### src/rtl/pic_pkg.sv
package pic_pkg;
  typedef enum logic [1:0] {
    SEQ_RUN  = 2'd0,
    SEQ_BASE = 2'd1,
    SEQ_CASC = 2'd2,
    SEQ_MODE = 2'd3
  } seq_t;

  localparam int CMD_START_BIT = 4;
  localparam int CMD_RSEL_BIT  = 3;
  localparam logic [2:0] EOI_LOWEST = 3'b001;
  localparam logic [2:0] EOI_NAMED  = 3'b011;
endpackage

### src/rtl/pic_cfg.sv
module pic_cfg #(
  parameter int N_IN = 8,
  parameter int DW   = 8,
  localparam int IDW = $clog2(N_IN)
) (
  input  logic                clk,
  input  logic                rst,
  input  logic                init_go,
  input  logic                dat_wr,
  input  logic [DW-1:0]       wdata,
  output logic                ready,
  output logic [DW-IDW-1:0]   base,
  output logic                aeoi,
  output logic                single,
  output logic [N_IN-1:0]     casc_word,
  output logic [N_IN-1:0]     mask
);
  import pic_pkg::*;

  seq_t seq_q;
  logic want4_q;

  always_ff @(posedge clk) begin
    if (rst) begin
      seq_q     <= SEQ_RUN;
      ready     <= 1'b0;
      base      <= '0;
      aeoi      <= 1'b0;
      single    <= 1'b0;
      want4_q   <= 1'b0;
      casc_word <= '0;
      mask      <= '0;
    end else if (init_go) begin
      seq_q     <= SEQ_BASE;
      ready     <= 1'b0;
      single    <= wdata[1];
      want4_q   <= wdata[0];
      aeoi      <= 1'b0;
      casc_word <= '0;
      mask      <= '0;
    end else if (dat_wr) begin
      case (seq_q)
        SEQ_RUN: mask <= wdata[N_IN-1:0];
        SEQ_BASE: begin
          base <= wdata[DW-1:IDW];
          if (!single)     seq_q <= SEQ_CASC;
          else if (want4_q) seq_q <= SEQ_MODE;
          else begin
            seq_q <= SEQ_RUN;
            ready <= 1'b1;
          end
        end
        SEQ_CASC: begin
          casc_word <= wdata[N_IN-1:0];
          if (want4_q) seq_q <= SEQ_MODE;
          else begin
            seq_q <= SEQ_RUN;
            ready <= 1'b1;
          end
        end
        default: begin
          aeoi  <= wdata[1];
          seq_q <= SEQ_RUN;
          ready <= 1'b1;
        end
      endcase
    end
  end
endmodule

### src/rtl/pic_req.sv
module pic_req #(
  parameter int N_IN = 8
) (
  input  logic            clk,
  input  logic            rst,
  input  logic            clr,
  input  logic [N_IN-1:0] line,
  input  logic [N_IN-1:0] take,
  output logic [N_IN-1:0] irr
);
  logic [N_IN-1:0] line_q;
  logic [N_IN-1:0] rise;

  assign rise = line & ~line_q;

  always_ff @(posedge clk) begin
    if (rst) begin
      line_q <= '0;
      irr    <= '0;
    end else begin
      line_q <= line;
      if (clr) irr <= '0;
      else     irr <= (irr | rise) & line & ~take;
    end
  end
endmodule

### src/rtl/pic_isr.sv
module pic_isr #(
  parameter int N_IN = 8,
  localparam int IDW = $clog2(N_IN)
) (
  input  logic            clk,
  input  logic            rst,
  input  logic            clr,
  input  logic [N_IN-1:0] set_vec,
  input  logic            named_go,
  input  logic [IDW-1:0]  named_lvl,
  input  logic            lowest_go,
  output logic [N_IN-1:0] isr
);
  logic [N_IN-1:0] nxt;
  logic [N_IN-1:0] low_bit;

  assign low_bit = isr & (~isr + N_IN'(1));

  always_comb begin
    nxt = isr;
    if (named_go)  nxt[named_lvl] = 1'b0;
    if (lowest_go) nxt = nxt & ~low_bit;
    nxt = nxt | set_vec;
  end

  always_ff @(posedge clk) begin
    if (rst || clr) isr <= '0;
    else            isr <= nxt;
  end
endmodule

### src/rtl/pic_prio.sv
module pic_prio #(
  parameter int N_IN = 8,
  localparam int IDW = $clog2(N_IN)
) (
  input  logic [N_IN-1:0] irr,
  input  logic [N_IN-1:0] mask,
  input  logic [N_IN-1:0] isr,
  output logic            win_vld,
  output logic [IDW-1:0]  win_idx
);
  logic [N_IN-1:0] blocked;
  logic [N_IN-1:0] elig;

  assign blocked[0] = isr[0];
  for (genvar g = 1; g < N_IN; g++) begin : g_blk
    assign blocked[g] = blocked[g-1] | isr[g];
  end

  assign elig    = irr & ~mask & ~blocked;
  assign win_vld = |elig;

  always_comb begin
    win_idx = '0;
    for (int i = N_IN - 1; i >= 0; i--) begin
      if (elig[i]) win_idx = IDW'(i);
    end
  end
endmodule

### src/rtl/prog_irq_ctrl.sv
module prog_irq_ctrl #(
  parameter int N_IN = 8,
  parameter int DW   = 8,
  localparam int IDW = $clog2(N_IN)
) (
  input  logic            clk,
  input  logic            rst,
  input  logic            master_mode,
  input  logic [N_IN-1:0] irq_in,
  input  logic            wr_en,
  input  logic            rd_en,
  input  logic            addr,
  input  logic [DW-1:0]   wdata,
  input  logic            ack,
  output logic [DW-1:0]   rdata,
  output logic            int_out,
  output logic [N_IN-1:0] casc_map,
  output logic [IDW-1:0]  slave_id
);
  import pic_pkg::*;

  logic cmd_wr, dat_wr, init_go, rsel_wr, eoi_wr, named_go, lowest_go;
  logic ready_q, aeoi_q, single_q, sel_isr_q, ack_fire;
  logic [DW-IDW-1:0] base_q;
  logic [N_IN-1:0]   casc_word, mask_q, irr_q, isr_q, take, set_vec;
  logic              win_vld;
  logic [IDW-1:0]    win_idx;

  assign cmd_wr    = wr_en & ~addr;
  assign dat_wr    = wr_en & addr;
  assign init_go   = cmd_wr & wdata[CMD_START_BIT];
  assign rsel_wr   = cmd_wr & ~wdata[CMD_START_BIT] & wdata[CMD_RSEL_BIT];
  assign eoi_wr    = cmd_wr & ~wdata[CMD_START_BIT] & ~wdata[CMD_RSEL_BIT];
  assign named_go  = eoi_wr & (wdata[DW-1:DW-3] == EOI_NAMED);
  assign lowest_go = eoi_wr & (wdata[DW-1:DW-3] == EOI_LOWEST);
  assign ack_fire  = ack & ready_q;

  always_comb begin
    take = '0;
    if (ack_fire && win_vld) take[win_idx] = 1'b1;
  end
  assign set_vec = aeoi_q ? '0 : take;

  pic_cfg #(.N_IN(N_IN), .DW(DW)) u_cfg (
    .clk(clk), .rst(rst), .init_go(init_go), .dat_wr(dat_wr), .wdata(wdata),
    .ready(ready_q), .base(base_q), .aeoi(aeoi_q), .single(single_q),
    .casc_word(casc_word), .mask(mask_q)
  );

  pic_req #(.N_IN(N_IN)) u_req (
    .clk(clk), .rst(rst), .clr(init_go), .line(irq_in), .take(take), .irr(irr_q)
  );

  pic_isr #(.N_IN(N_IN)) u_isr (
    .clk(clk), .rst(rst), .clr(init_go), .set_vec(set_vec),
    .named_go(named_go), .named_lvl(wdata[IDW-1:0]), .lowest_go(lowest_go),
    .isr(isr_q)
  );

  pic_prio #(.N_IN(N_IN)) u_prio (
    .irr(irr_q), .mask(mask_q), .isr(isr_q), .win_vld(win_vld), .win_idx(win_idx)
  );

  always_ff @(posedge clk) begin
    if (rst) begin
      sel_isr_q <= 1'b0;
      rdata     <= '0;
      int_out   <= 1'b0;
      casc_map  <= '0;
      slave_id  <= '0;
    end else begin
      if (init_go)      sel_isr_q <= 1'b0;
      else if (rsel_wr && wdata[1]) sel_isr_q <= wdata[0];

      if (ack_fire)
        rdata <= {base_q, (win_vld ? win_idx : IDW'(N_IN - 1))};
      else if (rd_en) begin
        if (addr)           rdata <= DW'(mask_q);
        else if (sel_isr_q) rdata <= DW'(isr_q);
        else                rdata <= DW'(irr_q);
      end

      int_out  <= ready_q & win_vld & ~ack_fire & ~init_go;
      casc_map <= (ready_q && master_mode && !single_q) ? casc_word : '0;
      slave_id <= (ready_q && !master_mode && !single_q) ? casc_word[IDW-1:0] : '0;
    end
  end
endmodule

### config.mk
export PLATFORM = sky130hd
export DESIGN_NAME = prog_irq_ctrl
export DESIGN_NICKNAME = d
export VERILOG_FILES = /design/src/rtl/pic_pkg.sv /design/src/rtl/pic_cfg.sv /design/src/rtl/pic_req.sv /design/src/rtl/pic_isr.sv /design/src/rtl/pic_prio.sv /design/src/rtl/prog_irq_ctrl.sv
export SDC_FILE = /design/constraint.sdc
export NUM_CORES = 1
export LEC_CHECK = 0
export ABC_AREA = 1
export BUFFER_PORTS_ARGS = -buffer_cell sky130_fd_sc_hd__buf_2
export CAP_MARGIN = 10
export CORE_ASPECT_RATIO = 1.1
export CORE_UTILIZATION = 50
export CTS_BUF_LIST = sky130_fd_sc_hd__clkbuf_4
export DETAILED_ROUTE_END_ITERATION = 10
export HOLD_SLACK_MARGIN = 0.03
export PLACE_DENSITY_LB_ADDON = 0.3
export SYNTH_ARGS = -nofsm -noshare
export SYNTH_HDL_FRONTEND = slang
export SYNTH_SLANG_ARGS = --single-unit
### constraint.sdc
create_clock -name clk -period 1.6 [get_ports clk]
set_clock_uncertainty 0.1 [all_clocks]
set_input_delay 0.08 -clock clk [delete_from_list [all_inputs] [get_ports clk]]
set_output_delay 0.08 -clock clk [all_outputs]
set_load 0.02 [all_outputs]
==> results of run 1 <==
==> cell usage after synthesis (all sizes together) <==
master   count  area (um2)
nand4       15        93.8
a31oi        9        56.3
buf          8        48.8
clkbuf       4        15.0
inv         67         251
a21oi       30         161
o21ai       12        60.1
nor2        63         285
clkinv       4        15.0
and2         1        6.26
o211ai       7        52.6
dfxtp       72        1440
a211oi      19         155
nor4         1        6.26
a31o         1        8.76
o2111ai      6        52.6
nor3         5        40.0
nand3       31         160
ha           4        50.1
nand2       73         302
==> critical path: stages, from the launching register on <==
cell and delay (ns):
dfxtp_2 0.35, nor2_4 0.17, nand2_4 0.09, nor2_4 0.16, nand2_2 0.06, nand2_1 0.06
nand2_1 0.04, nand2_1 0.07, nand2_2 0.08, a21oi_4 0.25, nand4_1 0.16, a21oi_2 0.14
==> cells by family (layout without fill, tap and decap cells) <==
family / Yosys count / count (layout) / synth area share, %
flops: 72 / 72 / 44.2
buf+inv: 83 / 206 / 10.1
compound gates: 84 / 84 / 16.8
simple gates: 189 / 191 / 27.4
fa+ha+maj: 4 / 4 / 1.53
==> flip-flops by register name, indices dropped and copies added (netlist names), 5 cells and up <==
register,flops
casc_map,8
rdata,8
u_cfg.base,5
u_cfg.casc_word,8
u_cfg.mask,8
u_isr.isr,8
u_req.irr,8
u_req.line_q,8
==> repair_timing <==
item	in CTS	in global routing
setup endpoints to repair	16	27
gates resized for setup	4	27
endpoints found under the hold margin	64	1
setup buffers	1	5
pin swaps	3	16
gates cloned	0	2
==> path summary, 6_finish.rpt <==
check        slack, ns                             from                      end
min reg2reg       0.35  u_cfg.casc_word[6]$_SDFFE_PP0P_   casc_map[6]$_SDFF_PP0_
min              -0.12                             addr   sel_isr_q$_SDFFE_PP0P_
max              -0.19          u_isr.isr[1]$_SDFF_PP0_  u_isr.isr[1]$_SDFF_PP0_
max reg2reg      -0.19          u_isr.isr[1]$_SDFF_PP0_  u_isr.isr[1]$_SDFF_PP0_
==> final cells by class <==
class	count	area (um2)	share of cell area, %
Clock buffer	10	75.1	1.71
Clock inverter	6	60.1	1.37
Inverter	71	267	6.07
Multi-Input combinational cell	279	1580	35.9
Sequential cell	72	1450	33.0
Tap cell	80	100	2.28
Timing Repair Buffer	119	862	19.6
==> power groups by stage <==
stage          Combinational [mW]  Clock [mW]  Sequential [mW]
3_5_place_dp                0.466           0             1.91
2_1_floorplan               0.269           0             1.92
4_1_cts                     0.524        1.15             1.87
6_report                    0.562        1.15             1.87
3_3_place_gp                0.461           0             1.91
5_1_grt                     0.609        1.24             1.88
==> placed cells by master (no fill, tap or decap), types with 4 or more instances in the layout <==
| cell | synthesis | layout |
|---|---|---|
| a211oi_1 | 18 | 17 |
| a21oi_1 | 29 | 24 |
| a21oi_2 | 0 | 5 |
| a31oi_1 | 9 | 9 |
| buf_2 | 6 | 42 |
| buf_4 | 1 | 49 |
| clkbuf_4 | 0 | 10 |
| clkinv_1 | 4 | 5 |
| dfxtp_1 | 72 | 68 |
| dlygate4sd3_1 | 0 | 25 |
| ha_1 | 4 | 4 |
| inv_1 | 66 | 64 |
| nand2_1 | 66 | 64 |
| nand2_2 | 5 | 7 |
| nand3_1 | 30 | 28 |
| nand4_1 | 15 | 15 |
| nor2_1 | 57 | 53 |
| nor2_2 | 1 | 4 |
| nor2_4 | 4 | 6 |
| nor3_2 | 3 | 4 |
| o2111ai_1 | 6 | 6 |
| o211ai_1 | 7 | 7 |
| o21ai_0 | 11 | 9 |
==> layer usage <==
| layer | wire (um) | track usage (%) | vias up | share of wire, % |
|---|---|---|---|---|
| met3 | 559 | 5.58 | 23 | 5.9 |
| met1 | 4140 | 36.7 | 1532 | 43 |
| li1 | - | - | 1673 | - |
| met2 | 4630 | 48.7 | 128 | 48 |
| met5 | 0 | 0 | - | 0 |
| met4 | 223 | 10.9 | 0 | 2.3 |
==> reports/results.tsv, run 1 <==
metric	value	unit
status	complete, but fails checks	
failed_checks	negative hold slack, negative setup slack	
ios	43	
grt_max_degree	23	
p_sw	1.02	mW
hold_slack	-0.124	ns
switching_share	28.5	%
post-route-period-util	112	%
fin_crit	1.79	ns
cts_tree	done	
whs_path_depth	4	
clock.fmax	0.560	GHz
first_pass_iters	5	
cp_max_fo	7	
area_delta_synth_final	34.6	%
drive_gt1_share	27.8	%
antenna_cells	0	
wirelength	9550	um
combPwrFrac	15.7	%
nets	579	
synth_cell_types	33	
seqPwrFrac	52.3	%
worstSetupPathType	reg2reg	
cts_root_buffer	clkbuf_4	
grt_overflow	0	
dr.first_iter.drc_count	174	
power.leakage	1.90	nW
fin_setup_tns	-1.86	ns
place.port_buffers	42	
internal_power	2.56	mW
dp_cells	588	
avgRoutedWirePerCell	15.0	um
worst_hold_path_type	in2reg	
drtAntennaViolNets	0	
design_area	4390	um2
synth_area_per_cell	7.55	um2
cts_buffers	9	
crit_arrival	2.06	ns
cap_violations	0	
clk-insertion-delay-late	0.44	ns
via_count	3356	
cts_htree_levels	3	
grt_util_all_layers	29.0	%
route.detailed.drc	0	
yosysSeqAreaShare	44.2	%
dp_slack	-0.0834	ns
synth_cells	432	
end_kind	register	
total_power	3.58	mW
core_area	6230	um2
antenna_found_initial	0	
p_clk_share	32.0	%
worst_slack	-0.185	ns
startpoint_type	register	
finalCoreUtilization	70.4	%
ys_seq_elements	72	
setup_viol	17	
clk_transition_reported_paths	0.11	ns
ir_worst_vdd	0.476	mV
dieArea	6850	um2
rsz0062_at_grt	yes	
cts_hold_buffers	25	
maxSlewViolCount	0	
tightest_slew	0.357	ns
viasPerCell	5.27	
rows	30	
final_cells	637	
die-height	86.7	um
ff2ff_path_depth	11	
fill_cells	536	
yosys_warnings	0	
dpl.hpwl	6880	um
clock-sinks	72	
die-width	79.0	um
slew_headroom	76.1	%
start_util	52.3	%
power_density	816	nW/um2
syn_nets	459	
crit_required	1.87	ns
place_congestion	0.956	
grt_pass1_wl	15000	um
hold_violations	1	
grt_pass1_vias	3106	
dpl_cell_area	3850	um2
netlist_area	3260	um2
max-clock-path-buffers	2	
Note: power is estimated with default switching activity, not from simulation.
==> inputs of run 2 (changes only) <==
==> constraint.sdc (replaced) <==
create_clock -name clk -period 1.5 [get_ports clk]
set_clock_uncertainty 0.1 [all_clocks]
set_input_delay 0.075 -clock clk [delete_from_list [all_inputs] [get_ports clk]]
set_output_delay 0.075 -clock clk [all_outputs]
set_load 0.02 [all_outputs]
==> reports/results.tsv, run 2 (synthesis gave the netlist of run 1 again) <==
metric	value	unit	change
final_cell_mix	dfxtp_1 (68), inv_1 (65), nand2_1 (65)		was dfxtp_1 (68), inv_1 (64), nand2_1 (64)
cap_violations	0		unchanged
post-route-period-util	119	%	was 112%
slew_headroom	73.2	%	was 76.1%
dpl_cell_area	3900	um2	was 3850 um2
die-height	86.7	um	unchanged
first_pass_iters	5		unchanged
final_cells	631		was 637
hold_slack	-0.0946	ns	was -0.124 ns
whs_path_depth	4		unchanged
ff2ff_path_depth	9		was 11
hold_start	addr		unchanged
tightest_slew	0.400	ns	was 0.357 ns
start_util	52.3	%	unchanged
drtAntennaViolNets	0		unchanged
design_area	4400	um2	was 4390 um2
cts_htree_levels	3		unchanged
cp.depth	9		was 11
nets	573		was 579
critPathMostFrequentCell	nand2_1		unchanged
via_count	3362		was 3356
area_delta_synth_final	34.8	%	was 34.6%
dieArea	6850	um2	unchanged
crit_arrival	2.03	ns	was 2.06 ns
combPwrFrac	15.1	%	was 15.7%
cts_hold_buffers	21		was 25
crit_path_top_delay_cell	nor3_1		was dfxtp_2
cts_tree	done		unchanged
layout_commonest_cell	dfxtp_1		unchanged
route.detailed.drc	0		unchanged
path_buf_inv	0		unchanged
maxSlewViolCount	0		unchanged
antenna_cells	0		unchanged
core_area	6230	um2	unchanged
clk_transition_reported_paths	0.12	ns	was 0.11 ns
clock.fmax	0.562	GHz	was 0.560 GHz
startpoint_type	register		unchanged
grt_pass1_wl	15200	um	was 15000 um
grt_max_degree	24		was 23
die-width	79.0	um	unchanged
antenna_found_initial	0		unchanged
critical-path-top-delay-family	simple AND/OR/NAND/NOR gates		unchanged
wirelength	9250	um	was 9550 um
drive_gt1_share	27.9	%	was 27.8%
dpl.hpwl	6750	um	was 6880 um
p_clk_share	34.6	%	was 32.0%
internal_power	2.90	mW	was 2.56 mW
grt_overflow	0		unchanged
crit_required	1.75	ns	was 1.87 ns
max_stage_delay	0.38	ns	was 0.35 ns
ios	43		unchanged
power.leakage	1.90	nW	about the same
power_density	904	nW/um2	was 816 nW/um2
setup_viol	19		was 17
cts_buffers	9		unchanged
crit_start	u_cfg.mask[5]$_SDFFE_PP0P_		was u_isr.isr[1]$_SDFF_PP0_
avgRoutedWirePerCell	14.7	um	was 15.0 um
clock-sinks	72		unchanged
clk-insertion-delay-late	0.42	ns	was 0.44 ns
seqPwrFrac	50.3	%	was 52.3%
rr_startpoint	u_cfg.mask[5]$_SDFFE_PP0P_		was u_isr.isr[1]$_SDFF_PP0_
end_kind	register		unchanged
cts_root_buffer	clkbuf_4		unchanged
rsz0062_at_grt	yes		unchanged
hold_violations	1		unchanged
p_sw	1.07	mW	was 1.02 mW
status	complete, but fails checks		unchanged
dr.first_iter.drc_count	288		was 174
place_congestion	0.959		was 0.956
fin_crit	1.78	ns	was 1.79 ns
max-clock-path-buffers	2		unchanged
finalCoreUtilization	70.5	%	was 70.4%
viasPerCell	5.33		was 5.27
failed_checks	negative hold slack, negative setup slack		unchanged
cp_max_fo	7		unchanged
dp_cells	589		was 588
worst_hold_path_type	in2reg		unchanged
path_cells	nor3_1, nand2_2, nand2_1, nand2_1, nand2_1, nand2_2, a21oi_4, nand4_1, a21oi_1		was nor2_4, nand2_4, nor2_4, nand2_2, nand2_1, nand2_1, nand2_1, nand2_2, a21oi_4, nand4_1, a21oi_2
worst_slack	-0.280	ns	was -0.185 ns
worstSetupPathType	reg2reg		unchanged
rows	30		unchanged
fin_setup_tns	-3.67	ns	was -1.86 ns
place.port_buffers	42		unchanged
grt_pass1_vias	3225		was 3106
grt_util_all_layers	29.7	%	was 29.0%
ir_worst_vdd	0.660	mV	was 0.476 mV
switching_share	27.0	%	was 28.5%
run 2: cell types whose count changed in the layout (fill, tap and decap cells not counted), sizes merged:
| cell | before | now |
|---|---|---|
| buf | 94 | 92 |
| bufinv | 1 | 2 |
| clkinv | 8 | 7 |
| dlygate4sd3 | 25 | 21 |
run 2: path summary, 6_finish.rpt:
path	to	slack, ns
max	u_isr.isr[1]$_SDFF_PP0_	-0.28
min	sel_isr_q$_SDFFE_PP0P_	-0.09
max reg2reg	u_isr.isr[1]$_SDFF_PP0_	-0.28
min reg2reg	casc_map[4]$_SDFF_PP0_	0.35
run 2: metal layers:
| metal | up-vias | routed length, um | global-route usage [%] |
|---|---|---|---|
| met4 | 0 | 272 | 12.7 |
| li1 | 1665 | - | - |
| met1 | 1548 | 3960 | 35.3 |
| met5 | - | 0 | 0 |
| met3 | 22 | 589 | 5.47 |
| met2 | 127 | 4430 | 52.0 |
run 2: final cells by class:
type,count,area (um2)
clock buffers,10,75.1
clock inverters,6,83.8
fillers,523,1840
inverters,71,270
multi-input cells,279,1600
flip-flops and latches,72,1450
well taps,80,100
repair buffers,113,825
run 2: metrics by stage:
step / power [mW] / setup slack, ns
final: 3.97 / -0.280
after global routing: 4.11 / -0.405
after CTS: 3.94 / -0.186
after detailed placement: 2.55 / -0.177
after global placement: 2.54 / -0.124
after floorplan: 2.34 / -0.0263
run 2: power groups by stage:
stage / clock [mW] / combinational (mW) / sequential [mW]
final: 1.37 / 0.601 / 2.00
after global routing: 1.45 / 0.657 / 2.00
after CTS: 1.38 / 0.564 / 2.00
after detailed placement: 0 / 0.510 / 2.04
after global placement: 0 / 0.501 / 2.04
after floorplan: 0 / 0.290 / 2.05
run 2: worst reg2reg max path: stages (launching register included):
cell and delay [ns]:
dfxtp_1 0.35, nor3_1 0.38, nand2_2 0.08, nand2_1 0.07, nand2_1 0.05, nand2_1 0.06
nand2_2 0.08, a21oi_4 0.28, nand4_1 0.13, a21oi_1 0.14
run 2: what timing repair did:
item / CTS / global route
gates cloned: 1 / 1
setup buffers: 1 / 2
resized for setup: 3 / 25
endpoints found under the hold margin: 58 / 1
endpoints found under the setup margin: 19 / 34
pin swaps: 1 / 10
